## config.mk

```make
export PLATFORM = sky130hd
export DESIGN_NAME = pgs_top
export DESIGN_NICKNAME = d
export VERILOG_FILES = /design/src/rtl/pgs_pkg.sv /design/src/rtl/pgs_sync.sv /design/src/rtl/pgs_gate.sv /design/src/rtl/pgs_lock_timer.sv /design/src/rtl/pgs_top.sv
export SDC_FILE = /design/constraint.sdc
export NUM_CORES = 1
export LEC_CHECK = 0
export BUFFER_PORTS_ARGS = -buffer_cell sky130_fd_sc_hd__buf_2
export CORE_ASPECT_RATIO = 1.4
export CORE_MARGIN = 4
export CORE_UTILIZATION = 49
export CTS_BUF_LIST = sky130_fd_sc_hd__clkbuf_16
export DETAILED_ROUTE_END_ITERATION = 6
export PLACE_DENSITY = 0.74
export SLEW_MARGIN = 10
export SYNTH_ARGS = -nofsm -noshare
export SYNTH_HDL_FRONTEND = slang
export SYNTH_SLANG_ARGS = --single-unit
```

## constraint.sdc

```tcl
create_clock -name clk -period 1.9 [get_ports clk]
set_clock_uncertainty 0.1 [all_clocks]
set_input_delay 0.095 -clock clk [delete_from_list [all_inputs] [get_ports clk]]
set_output_delay 0.095 -clock clk [all_outputs]
set_load 0.01 [all_outputs]
```

## src/rtl/pgs_pkg.sv

```systemverilog
package pgs_pkg;
    typedef enum logic [2:0] {
        ST_WAIT_PG = 3'd0,
        ST_LOCK    = 3'd1,
        ST_RUN     = 3'd2,
        ST_GATE    = 3'd3,
        ST_OFF     = 3'd4
    } pgs_state_e;

    typedef struct packed {
        pgs_state_e state;
        logic       fsel;
        logic       clr;
    } pgs_regs_t;
endpackage

```

## src/rtl/pgs_sync.sv

```systemverilog
module pgs_sync #(
    parameter int W = 2
) (
    input  logic         clk,
    input  logic         rst_n,
    input  logic [W-1:0] d,
    output logic [W-1:0] s1,
    output logic [W-1:0] s2
);
    logic [W-1:0] s1_d, s1_q, s2_d, s2_q;

    always_comb begin
        s1_d = d;
        s2_d = s1_q;
    end

    always_ff @(posedge clk or negedge rst_n) begin
        if (!rst_n) begin
            s1_q <= '0;
            s2_q <= '0;
        end else begin
            s1_q <= s1_d;
            s2_q <= s2_d;
        end
    end

    assign s1 = s1_q;
    assign s2 = s2_q;
endmodule

```

## src/rtl/pgs_gate.sv

```systemverilog
module pgs_gate (
    input  logic clk,
    input  logic rst_n,
    input  logic want_on,
    input  logic ph,
    output logic en
);
    logic en_d, en_q;

    // the enable may only move while the output's own phase is low
    always_comb begin
        en_d = ph ? en_q : want_on;
    end

    always_ff @(posedge clk or negedge rst_n) begin
        if (!rst_n) en_q <= 1'b0;
        else        en_q <= en_d;
    end

    assign en = en_q;
endmodule

```

## src/rtl/pgs_lock_timer.sv

```systemverilog
module pgs_lock_timer #(
    parameter int TMO = 40
) (
    input  logic clk,
    input  logic rst_n,
    input  logic run,
    output logic expired
);
    localparam int CW = $clog2(TMO + 1);
    localparam logic [CW-1:0] LAST = CW'(TMO - 1);

    logic [CW-1:0] cnt_d, cnt_q;

    always_comb begin
        if (!run)              cnt_d = '0;
        else if (cnt_q == LAST) cnt_d = cnt_q;
        else                   cnt_d = cnt_q + 1'b1;
    end

    always_ff @(posedge clk or negedge rst_n) begin
        if (!rst_n) cnt_q <= '0;
        else        cnt_q <= cnt_d;
    end

    assign expired = run && (cnt_q == LAST);
endmodule

```

## src/rtl/pgs_top.sv

```systemverilog
module pgs_top
    import pgs_pkg::*;
#(
    parameter int N_SE     = 3,
    parameter int N_DIF    = 4,
    parameter int LOCK_TMO = 40
) (
    input  logic             clk,
    input  logic             rst_n,
    input  logic             pgpd_pin,
    input  logic             fs_strap,
    input  logic             test_mode,
    input  logic             pll_lock,
    input  logic             restore_cfg,
    input  logic [N_SE-1:0]  se_ph,
    input  logic [N_DIF-1:0] dif_ph,
    output logic             fsel,
    output logic [N_SE-1:0]  se_en,
    output logic [N_DIF-1:0] dif_en,
    output logic [N_SE-1:0]  se_o,
    output logic [N_DIF-1:0] dif_t,
    output logic [N_DIF-1:0] dif_c,
    output logic             cfg_clr
);
    localparam int N_OUT = N_SE + N_DIF;

    logic [1:0]       s1, s2;
    logic             pin_hi, pin_lo, strap_s;
    logic             want_on, all_off, tmo_expired;
    logic [N_OUT-1:0] ph_all, en_all;
    pgs_regs_t        r_d, r_q;

    pgs_sync #(.W(2)) u_sync (
        .clk   (clk),
        .rst_n (rst_n),
        .d     ({fs_strap, pgpd_pin}),
        .s1    (s1),
        .s2    (s2)
    );

    assign pin_hi  = s1[0] & s2[0];
    assign pin_lo  = ~s1[0] & ~s2[0];
    assign strap_s = s2[1];

    pgs_lock_timer #(.TMO(LOCK_TMO)) u_tmr (
        .clk     (clk),
        .rst_n   (rst_n),
        .run     (r_q.state == ST_LOCK),
        .expired (tmo_expired)
    );

    assign ph_all  = {dif_ph, se_ph};
    assign want_on = (r_q.state == ST_RUN);

    for (genvar g = 0; g < N_OUT; g++) begin : g_gate
        pgs_gate u_gate (
            .clk     (clk),
            .rst_n   (rst_n),
            .want_on (want_on),
            .ph      (ph_all[g]),
            .en      (en_all[g])
        );
    end

    assign all_off = ~|en_all;

    always_comb begin
        r_d     = r_q;
        r_d.clr = 1'b0;
        case (r_q.state)
            ST_WAIT_PG: begin
                if (pin_hi) begin
                    r_d.fsel  = strap_s;
                    r_d.state = ST_LOCK;
                end
            end
            ST_LOCK: begin
                if (pin_lo) begin
                    r_d.state = ST_OFF;
                    r_d.clr   = ~restore_cfg;
                end else if (pll_lock || tmo_expired) begin
                    r_d.state = ST_RUN;
                end
            end
            ST_RUN: begin
                if (pin_lo) r_d.state = ST_GATE;
            end
            ST_GATE: begin
                if (all_off) begin
                    r_d.state = ST_OFF;
                    r_d.clr   = ~restore_cfg;
                end
            end
            ST_OFF: begin
                if (pin_hi) r_d.state = ST_LOCK;
            end
            default: r_d.state = ST_WAIT_PG;
        endcase
        if (r_q.state != ST_WAIT_PG && test_mode && pin_hi)
            r_d.fsel = strap_s;
    end

    always_ff @(posedge clk or negedge rst_n) begin
        if (!rst_n) begin
            r_q.state <= ST_WAIT_PG;
            r_q.fsel  <= 1'b0;
            r_q.clr   <= 1'b0;
        end else begin
            r_q <= r_d;
        end
    end

    assign fsel    = r_q.fsel;
    assign cfg_clr = r_q.clr;
    assign se_en   = en_all[N_SE-1:0];
    assign dif_en  = en_all[N_OUT-1:N_SE];
    assign se_o    = se_ph & se_en;
    assign dif_t   = dif_ph & dif_en;
    assign dif_c   = ~dif_ph & dif_en;
endmodule

```

## After elaboration in Yosys (flattened, before gate mapping)

Cells that the tools add are included.

- Reductions and logical operators: 11
- Muxes and demuxes: 14
- Bitwise operators: 9
- Equal/unequal tests: 11
- Add/sub/neg operators: 1

Operator list:

| kind | number |
|---|---|
| $mux W3 | 5 |
| $pmux W3 S5 | 1 |
| $mux W6 | 2 |
| $ne A2 B2 Y1 const B | 5 |
| $and A4 B4 Y4 | 2 |
| $reduce_or A7 Y1 | 1 |
| $add A6 B1 Y6 const B | 1 |
| $eq A3 B2 Y1 const B | 2 |
| $eq A6 B6 Y1 const B | 1 |
| $reduce_and A5 Y1 | 1 |
| $mux W1 | 4 |
| $mux W4 | 1 |
| $not A4 Y4 | 1 |
| $reduce_bool A2 Y1 | 2 |
| $and A3 B3 Y3 | 1 |
| $eq A3 B1 Y1 const B | 1 |
| $eq A3 B3 Y1 const B | 1 |
| $logic_and A1 B1 Y1 | 3 |
| $logic_not A3 Y1 | 1 |
| $ne A3 B3 Y1 const B | 1 |
| $not A1 Y1 | 3 |
| $reduce_bool A3 Y1 | 1 |
| $and A1 B1 Y1 | 2 |
| $pmux W1 S2 | 1 |
| other kinds (2) | 2 |

- Output and inout port bits: 20
- Bits of input ports: 14
- Logic and storage cells: 59
- Register bits after elaboration: 22

## Logic depth before layout (Yosys ltp)

- Depth after elaboration: 6
- Mapped depth: 5
- Depth with buffers taken out: 4

## Cells and area by module

From an unflattened synthesis, not the netlist that was laid out.

- Cells, all modules: 97
- Area, all modules: 1153.6 um2

Modules (own cells, without submodules):

| module | times used | cells each | sequential area each (um2) | area an instance (um2) |
|---|---|---|---|---|
| pgs_top | 1 | 49 | 125.1 | 465.4 |
| pgs_lock_timer | 1 | 30 | 150.1 | 307.8 |
| pgs_gate | 7 | 2 | 25.0 | 40.0 |
| pgs_sync | 1 | 4 | 100.1 | 100.1 |

## Least setup slack after synthesis

Ideal clock, no wire load.

- Path type: register to register
- From: register r_q[3] in the netlist's numbering
- To: register r_q[3] in the netlist's numbering
- Path slack: 0.498 ns
- Setup time: 0.095 ns
- Required time: 1.705 ns
- Cell stages (with the launch flop): 5
- Arrival time: 1.206 ns
- Path through: dfrtp_1 -> buf_6 -> or3b_1 -> buf_6 -> o32ai_2

- Cells in the longest elaborated chain, start to end: 5

Ends and longest elaborated chain:

| element | RTL line | source |
|---|---|---|
| from (decl) | pgs_top.sv:31 | `pgs_regs_t r_d, r_q;` |
| from (signal assigned) | pgs_top.sv:109 | `r_q <= r_d;` |
| $eq A3 B1 Y1 | pgs_top.sv:48, pgs_top.sv:70 |  |
| $logic_and A1 B1 Y1 | pgs_lock_timer.sv:25 | `assign expired = run && (cnt_q == LAST);` |
| $logic_or A1 B1 Y1 | pgs_top.sv:81 | `end else if (pll_lock \|\| tmo_expired) begin` |
| $ne A3 B3 Y1 (no source line) | - |  |
| $reduce_and A5 Y1 (no source line) | - |  |

Several ways; a longest one is shown, not always the timed one.
A chain may end at the register's enable or synchronous reset.

## Worst setup path in the final report

Ends and elaborated chain as after synthesis.

==> results.json <==
{
  "combPwrFrac_pct": 36.2,
  "path_max_fanout": 10,
  "worstSetupEndpointType": "flop",
  "pin_count": 34,
  "cp-start-kind": "flop",
  "grt.total_usage_pct": 18.1,
  "clockBufferDepth": 2,
  "critical_path_class": "reg -> reg",
  "drtIter0Drc": 15,
  "vias_per_cell": 5.53,
  "area_delta_synth_final_pct": 28.8,
  "syn_area_per_cell_um2": 10.4,
  "power.switching_mw": 0.640,
  "cap_violations": 0,
  "ir_drop_uv": 863,
  "grt_overflow": 0,
  "drc_errors": 0,
  "yosys.area.top_type": "dfrtp_1",
  "p_seq_share_pct": 39.9,
  "cts_tree": "done",
  "ys_ff_latch": 22,
  "syn_area_um2": 1090,
  "fp.dieW_um": 47.8,
  "dp_hpwl_mm": 1.59,
  "leakagePower_nw": 0.682,
  "post_cts_resized": 0,
  "synth.distinct_cells": 32,
  "rows": 19,
  "power.share.clock_pct": 23.9,
  "setup_viol": 0,
  "root_buffer": "clkbuf_16",
  "clkTransAtPathRegs_ns": 0.06,
  "startpoint": "r_q[3]",
  "coreArea_um2": 2040,
  "portBuffers": 33,
  "diodes": 0,
  "cp_data_arrival_time_ns": 1.53,
  "post-route-period-util_pct": 77.2,
  "hold_buffers": 11,
  "max-slew-margin-rel_pct": 68.8,
  "cts_buffers": 3,
  "rsz0062_at_grt": "false",
  "stdcell_area_um2": 1400,
  "ys_seq_area_share_pct": 50.7,
  "required_ns": 1.97,
  "fin_nets": 160,
  "fmax_mhz": 682,
  "placed_area_um2": 1210,
  "clk-insertion-delay-late_ns": 0.26,
  "postCtsSetupRepairBufs": 0,
  "hp-class": "in -> reg",
  "yosysWarnings": 0,
  "detail_route.wl_per_cell_um": 13.7,
  "cts.htree.levels": 1,
  "grt_max_degree": 23,
  "p_int_mw": 1.20,
  "grt_pass1_wl_mm": 3.92,
  "die_height_um": 63.7,
  "cts.sinks": 22,
  "synthCells": 104,
  "vias": 913,
  "period_minus_slack_ns": 1.47,
  "antenna_left": 0,
  "post_synth_main_area_contributors": "dfrtp_1, buf_4, o21bai_1",
  "drt-total-wl_mm": 2.26,
  "hold_start": "pll_lock",
  "dr.pass1.iters": 4,
  "status": "finished, final reports clean",
  "setup_tns_ns": 0,
  "p_per_area_nw_per_um2": 1320,
  "switching_share_pct": 34.7,
  "dieArea_um2": 3040,
  "worst_slew_pin_slew_ns": 0.468,
  "hold_violations": 0,
  "grt_antenna_before_repair": 0,
  "synth_top_area_share_pct": 50.7,
  "r2r_start": "r_q[3]",
  "start_util_pct": 53.1,
  "grt_pass1_vias": 901,
  "routabilityCongestion": 0.707,
  "drive_above_1_share_pct": 27.1,
  "syn-num-nets": 119,
  "drv_slew": 0
}
path summary, 6_finish.rpt:
kind                            slack (ns)             end  cells after the start
worst min-delay path                  0.11          r_q[3]                      3
min in group asynchronous             0.22  u_tmr.cnt_q[1]                      2
worst max register to register        0.43          r_q[3]                      2
worst min register to register        0.25    u_sync.s2[1]                      0
worst max-delay path                  0.43          r_q[3]                      2
max in group asynchronous             1.16  u_tmr.cnt_q[3]                      2
metrics by stage:
step                      util [%]  worst slack (ns)  hold slack (ns)  power (mW)  instances
after floorplan                  -             0.498           -0.301        1.25        104
after global placement        59.2             0.473          -0.0206        1.36        150
after detailed placement      59.2             0.435          -0.0166        1.39        150
after CTS                     68.4             0.427            0.112        1.85        165
after global routing          68.4             0.354            0.112        1.98        165
final                         68.4             0.433            0.105        1.84        165
registers in the layout (all words and copies together), names as in the netlist:
name and cells:
cfg_clr 1, g_gate.u_gate.en 7, fsel 1, u_sync.s2 2, u_tmr.cnt_q 6, r_q 3, u_sync.s1 2
layout make-up:
cell class                      count  area, um^2
Clock buffer                        3        75.1
Clock inverter                      1        3.75
Fill cell                         155         646
Inverter                            1        3.75
Multi-Input combinational cell     72         457
Sequential cell                    22         551
Tap cell                           21        26.3
Timing Repair Buffer               45         283
cells in the final DEF (no fill, tap or decap), types with 2 or more instances in the layout:
cell,synthesis,final
nor4_1,2,2
nor3_1,7,7
nor2_1,8,8
or3b_1,2,2
buf_2,0,33
nor3b_1,2,2
dlygate4sd3_1,0,11
nand4_1,2,2
clkbuf_16,0,3
a21oi_1,3,3
nand2_1,4,4
nor2b_1,5,5
o21ai_0,3,3
xor2_1,2,2
a31oi_1,2,2
nand3_1,3,3
dfrtp_1,22,22
and2_1,7,7
o21bai_1,7,7
power groups by stage:
stage | Clock (mW) | Sequential (mW) | Combinational, mW
finish | 0.441 | 0.736 | 0.667
CTS | 0.450 | 0.734 | 0.669
global route | 0.471 | 0.764 | 0.740
floorplan | 0 | 0.696 | 0.553
detailed placement | 0 | 0.740 | 0.650
global placement | 0 | 0.727 | 0.636
critical path, stage by stage (launching register included):
cell     delay, ns
dfrtp_1       0.46
or3b_1        0.54
o32ai_2       0.28
cells in the mapped netlist, drive strengths merged:
cell / count
a211o: 1
a211oi: 1
a21oi: 3
a31oi: 2
and2: 7
and2b: 1
and3: 1
buf: 9
dfrtp: 22
ha: 1
inv: 1
mux2: 1
nand2: 4
nand3: 3
nand3b: 1
nand4: 2
nor2: 8
nor2b: 5
nor3: 7
nor3b: 2
nor4: 2
o211ai: 1
o21a: 1
o21ai: 3
o21bai: 7
o32ai: 1
or2b: 1
or3: 1
or3b: 2
or4b: 1
xor2: 2
per-layer routing:
| metal | up-vias | share of wire [%] | track usage (%) |
|---|---|---|---|
| li1 | 448 | - | - |
| met1 | 428 | 40 | 20.5 |
| met2 | 30 | 51 | 29.1 |
| met3 | 7 | 6.3 | 4.84 |
| met4 | 0 | 2.8 | 10.1 |
| met5 | - | 0 | 0 |
logic make-up (layout without fill, tap and decap cells):
family | count (synthesis) | after routing | share of synthesized area, %
compound gates | 20 | 20 | 13.1
xor+xnor | 2 | 2 | 1.61
fa+ha+maj | 1 | 1 | 1.15
buf+inv | 10 | 50 | 7.26
flops | 22 | 22 | 50.7
mux | 1 | 1 | 1.04
simple gates | 48 | 48 | 25.1
(Power assumes the default switching activity.)
